--- src/rtl/seg_chk_pkg.sv ---
package seg_chk_pkg;
  localparam int unsigned ADDR_W = 32;
  localparam int unsigned SIZE_W = 4;
  localparam int unsigned SEL_W  = 16;
  localparam int unsigned SHORT_W = 16;

  typedef enum logic [1:0] {
    ACC_READ  = 2'b00,
    ACC_WRITE = 2'b01,
    ACC_EXEC  = 2'b10,
    ACC_READ2 = 2'b11
  } acc_type_e;
endpackage

--- src/rtl/seg_chk_perm.sv ---
module seg_chk_perm #(
  parameter int unsigned SEL_W = 16
) (
  input  logic [SEL_W-1:0] selector_i,
  input  logic             data_seg_i,
  input  logic             attr_wr_i,
  input  logic             attr_rd_i,
  input  logic             attr_xdown_i,
  input  logic [1:0]       acc_type_i,
  output logic             perm_fault_o,
  output logic             xdown_o
);
  import seg_chk_pkg::*;

  logic null_sel, is_wr, is_ex, wr_bad, rd_bad;

  always_comb begin
    null_sel = (selector_i == '0);
    is_wr    = (acc_type_i == ACC_WRITE);
    is_ex    = (acc_type_i == ACC_EXEC);
    // attribute checks apply to the data register group only
    wr_bad   = data_seg_i && !attr_wr_i && is_wr;
    rd_bad   = data_seg_i && !attr_rd_i && !is_wr && !is_ex;
    perm_fault_o = null_sel || wr_bad || rd_bad;
    xdown_o      = data_seg_i && attr_xdown_i;
  end
endmodule

--- config.mk ---
export PLATFORM = sky130hd
export DESIGN_NAME = seg_chk_perm
export DESIGN_NICKNAME = d
export VERILOG_FILES = /design/src/rtl/seg_chk_pkg.sv /design/src/rtl/seg_chk_perm.sv
export SDC_FILE = /design/constraint.sdc
export NUM_CORES = 1
export LEC_CHECK = 0
export CAP_MARGIN = 0
export CORE_AREA = 2 2 39 41
export DETAILED_ROUTE_END_ITERATION = 16
export DIE_AREA = 0 0 41 43
export PLACE_DENSITY = 0.46
export SYNTH_ARGS = -nofsm -noshare
export SYNTH_HDL_FRONTEND = slang
export SYNTH_SLANG_ARGS = --single-unit
--- constraint.sdc ---
create_clock -name vclk -period 1.04
set_input_delay 0.104 -clock vclk [all_inputs]
set_output_delay 0.104 -clock vclk [all_outputs]
set_load 0.1 [all_outputs]
==> Word level (Yosys, flattened, before mapping) <==
Cells that the tools add are included.
{ "classes": {"n_eq_ne": 2, "reduce_logical": 13} }
{ "op_table": {"columns": ["op", "n"], "rows": [
  ["$logic_not 16->1", 1],
  ["$logic_and 1x1->1", 6],
  ["$logic_not 1->1", 4],
  ["$eq 2x1->1 const B", 1],
  ["$eq 2x2->1 const B", 1],
  ["$logic_or 1x1->1", 2]
]} }
{ "totals": {"input_bits": 22, "ff_bits": 0, "elab_cells": 15} }

==> Logic depth before layout (Yosys ltp) <==
{ "depth": {"depth_word": 5, "ltp_mapped": 3, "mapped_depth_nobuf": 3} }

==> Worst setup path after synthesis <==
Ideal clock, no wire load.
{ "synth_timing": {"path_kind": "input to output", "from": "input selector_i[4]", "to": "output perm_fault_o", "required_ps": 936, "path_slack_ps": -945, "stages": 3, "path_buffers": 0, "arrival_time_ps": 1881, "cell_sequence": "nor4_2 > nand2_1 > o2bb2ai_1"} }
{ "synth_between": {"elab_chain_len": 3} }
{ "synth_rtl": {"columns": ["element", "line_no", "rtl"], "rows": [
  ["from (decl)", "seg_chk_perm.sv:4", "input logic [SEL_W-1:0] selector_i,"],
  ["$logic_not 16->1", "seg_chk_perm.sv:18", "null_sel = (selector_i == '0);"],
  ["$logic_or 1x1->1 (2 in series)", "seg_chk_perm.sv:24", "perm_fault_o = null_sel || wr_bad || rd_bad;"],
  ["to (decl)", "seg_chk_perm.sv:10", "output logic perm_fault_o,"]
]} }
Every way passes these cells.

==> Worst setup path after layout <==
{ "layout_timing": {"from": "input selector_i[2]", "to": "output perm_fault_o"} }
The elaborated chain is that of the path after synthesis.

==> results_tabular.tex <==
\begin{tabular}{lr}
\hline
Metric & Value \\
\hline
\multicolumn{2}{l}{\textbf{Cells and area}} \\
Register area & 0 um2 \\
Total Nets Final & between 50 and 60 \\
Fraction of layout cells with a size suffix above 1 & 71.4\% \\
Area growth syn-to-layout & 351\% \\
Non-Filler Instances & 51 \\
Count of clock-net buffers in the final layout & 0 \\
Sequential cells & 0 \\
FILL cells & 154 \\
Antenna diode instance count & 0 \\
\multicolumn{2}{l}{\textbf{Power and ir drop}} \\
Total power divided by cell area & about 440 nW/um2 \\
Largest voltage drop on the vdd net & approximately 0.11 mV \\
Part of the power in registers & 0\% \\
Leakage component of the power & 0.146 nW \\
PnR Total Power & 0.000160 W \\
Fraction of power spent switching nets & 48.1\% \\
Internal Pwr Total & between 0.00008 and 0.00009 W \\
Net load switching power & 0.0000768 W \\
Portion of total power attributed to combinational logic & 100.0\% \\
Part of the power in the clock network & 0\% \\
\multicolumn{2}{l}{\textbf{Routing}} \\
Detailed-router iteration count before antenna repair & 1 \\
Wire length reported by the detailed router & 653 um \\
Number of DRC violations after detailed-routing iteration 0 & 0 \\
Number of nets with antenna violations after detailed routing & 0 \\
Post-detailed-route wirelength per cell & 12.8 um \\
Remaining DRCs & 0 \\
Routed via count & 195 \\
Routed via count divided by cell count & 3.82 \\
\multicolumn{2}{l}{\textbf{Placement}} \\
Final HPWL from detailed placement & 571 um \\
Post-placement worst setup slack & -0.387 ns \\
Number of placed instances with taps included & 51 \\
Last weighted congestion value of the routability-driven placer & 0.621 \\
Number of I/O port buffers & 24 \\
\multicolumn{2}{l}{\textbf{Global routing}} \\
Via count of the first global-routing pass & roughly 200 \\
Final global-route overflow total & 0 \\
Largest net degree at the start of global routing & 3 \\
Initial antenna violation count & 0 \\
Total track usage & roughly 7.4\% \\
Wire length of the first global-routing pass & 917 um \\
\multicolumn{2}{l}{\textbf{Setup path}} \\
Setup CP Type & primary input to output port \\
Cells along the critical path & buf\_6, nor4\_4, nand2\_1, o2bb2ai\_4, buf\_12 \\
Crit path launch type & primary input \\
Critical path startpoint & selector\_i[2] \\
Critical Path AT & 0.93 ns \\
Worst-path maximum fanout & 1 \\
Required time of the worst setup path & 0.94 ns \\
Type of element capturing the critical path & output port \\
Delay of the slowest critical-path stage & 0.25 ns \\
Slowest cell on the critical path & sky130\_fd\_sc\_hd\_\_nor4\_4 \\
\multicolumn{2}{l}{\textbf{Hold path}} \\
Hold path startpoint & selector\_i[8] \\
Hold-critical path depth & 5 \\
Path type of the worst min-delay path & primary input to output port \\
\multicolumn{2}{l}{\textbf{Floorplanning}} \\
Core Footprint & 1380 um2 \\
Die footprint & approximately 1800 um2 \\
Boundary pin count & 24 \\
Effective utilization at floorplan & 5.88\% \\
DIE WIDTH & between 40 and 50 um \\
Die height & 43 um \\
Number of rows in the core area & 14 \\
\multicolumn{2}{l}{\textbf{Timing}} \\
Period minus WS final & $\sim$1.0 ns \\
Final TNS setup & 0 ns \\
Worst slew margin relative to its limit & 86.5\% \\
Final setup margin & 0.00253 ns \\
Worst-Margin Slew & roughly 0.2 ns \\
Ratio of final minimum period to clock period & $\sim$100\% \\
Fmax & 964 MHz \\
Final Hold Fails & 0 \\
RSZ-0062 raised after global routing & yes \\
Pins over their slew limit & 0 \\
Final number of setup-violating endpoints & 0 \\
\multicolumn{2}{l}{\textbf{Job}} \\
\# Max-Cap Violations & 0 \\
\multicolumn{2}{l}{\textbf{Synth}} \\
Syn\_area\_per\_cell & 7.39 um2 \\
Proportion of synthesized chip area in sequential cells & 0\% \\
Post-synthesis instance area & 81.3 um2 \\
Synth unique cells & 7 \\
Top post-synthesis cells by area & sky130\_fd\_sc\_hd\_\_nor4\_2 31\%, sky130\_fd\_sc\_hd\_\_o2bb2ai\_1 22\%, sky130\_fd\_sc\_hd\_\_nor4\_1 15\% \\
Count of synthesis-stage warnings from yosys & 0 \\
Share of Yosys cell area claimed by the top area cell type & 30.8\% \\
Synth Net Count & 33 \\
Library cell occupying the most area in the post-synthesis netlist & sky130\_fd\_sc\_hd\_\_nor4\_2 \\
Number of standard cells after synthesis & 11 \\
\multicolumn{2}{l}{\textbf{Outcome}} \\
Run status & complete, no violations \\
\hline
\end{tabular}
-- path summary, 6_finish.rpt --
| path | endpoint | slack (ns) |
|---|---|---|
| worst max-delay path | perm_fault_o | 0.003 |
| worst min-delay path | perm_fault_o | 0.64 |
-- layout make-up --
cell class | count | area (um2) | share of cell area [%]
timing repair buffer | 24 | 208 | 56.7
multi-input combinational | 11 | 139 | 37.9
tap | 16 | 20.0 | 5.46
-- kinds of logic after synthesis --
group | Yosys count | share of synthesized area (%)
AND/OR/NAND/NOR | 8 | 67.7
XOR/XNOR | 1 | 10.8
AO/OA/AOI/OAI | 2 | 21.5
-- Yosys cell counts (all sizes together) --
cell type	number
nor4	4
nand2	2
o2bb2ai	2
and2	1
nor2	1
xor2	1
-- cells in the final DEF, fill, tap and decap left out --
cell                              Yosys  layout
sky130_fd_sc_hd__and2_4               0       1
sky130_fd_sc_hd__buf_12               0       2
sky130_fd_sc_hd__buf_2                0       9
sky130_fd_sc_hd__buf_6                0       4
sky130_fd_sc_hd__clkbuf_2             0       2
sky130_fd_sc_hd__clkdlybuf4s15_1      0       2
sky130_fd_sc_hd__clkdlybuf4s15_2      0       1
sky130_fd_sc_hd__clkdlybuf4s50_1      0       1
sky130_fd_sc_hd__dlygate4sd2_1        0       3
sky130_fd_sc_hd__nand2_1              2       2
sky130_fd_sc_hd__nor2_1               1       1
sky130_fd_sc_hd__nor4_2               2       2
sky130_fd_sc_hd__nor4_4               0       2
sky130_fd_sc_hd__o2bb2ai_2            0       1
sky130_fd_sc_hd__o2bb2ai_4            0       1
sky130_fd_sc_hd__xor2_1               1       1
-- stage by stage --
step | utilization [%] | cell area (um2) | hold WS, ns
finish | 26.5 | 367 | 0.641
global route | 26.5 | 367 | 0.661
CTS | 26.7 | 369 | 0.663
detailed placement | 29.7 | 410 | 0.960
global placement | 29.7 | 410 | 0.964
floorplan | - | 130 | 0.480
-- routing by layer --
layer  global-route usage [%]  up-vias  share of wire, %
met2                     8.13       24                29
met5                        0        -                 0
met4                        0        0                 0
met1                     13.9       78                53
li1                         -       93                 -
met3                     2.09        0                18
-- power groups by stage --
stage | sequential (W) | combinational, W | clock [W]
2_1_floorplan | 0 | 0.0000575 | 0
3_3_place_gp | 0 | 0.000180 | 0
3_5_place_dp | 0 | 0.000181 | 0
4_1_cts | 0 | 0.000158 | 0
5_1_grt | 0 | 0.000168 | 0
6_report | 0 | 0.000160 | 0
-- worst max-delay path: cells and delay by family --
| kind | cells | cell delay, ns |
|---|---|---|
| buf+inv | 2 | 0.29 |
| simple gates | 2 | 0.36 |
| compound gates | 1 | 0.18 |
-- repair_timing --
action	4_1_cts	5_1_grt
resized for setup	66	9
endpoints found under the setup margin	2	1
hold endpoints to repair	0	0
setup buffers	0	0
hold buffers	0	0
pin swaps	9	5
Note: power is estimated with default switching activity, not from simulation.
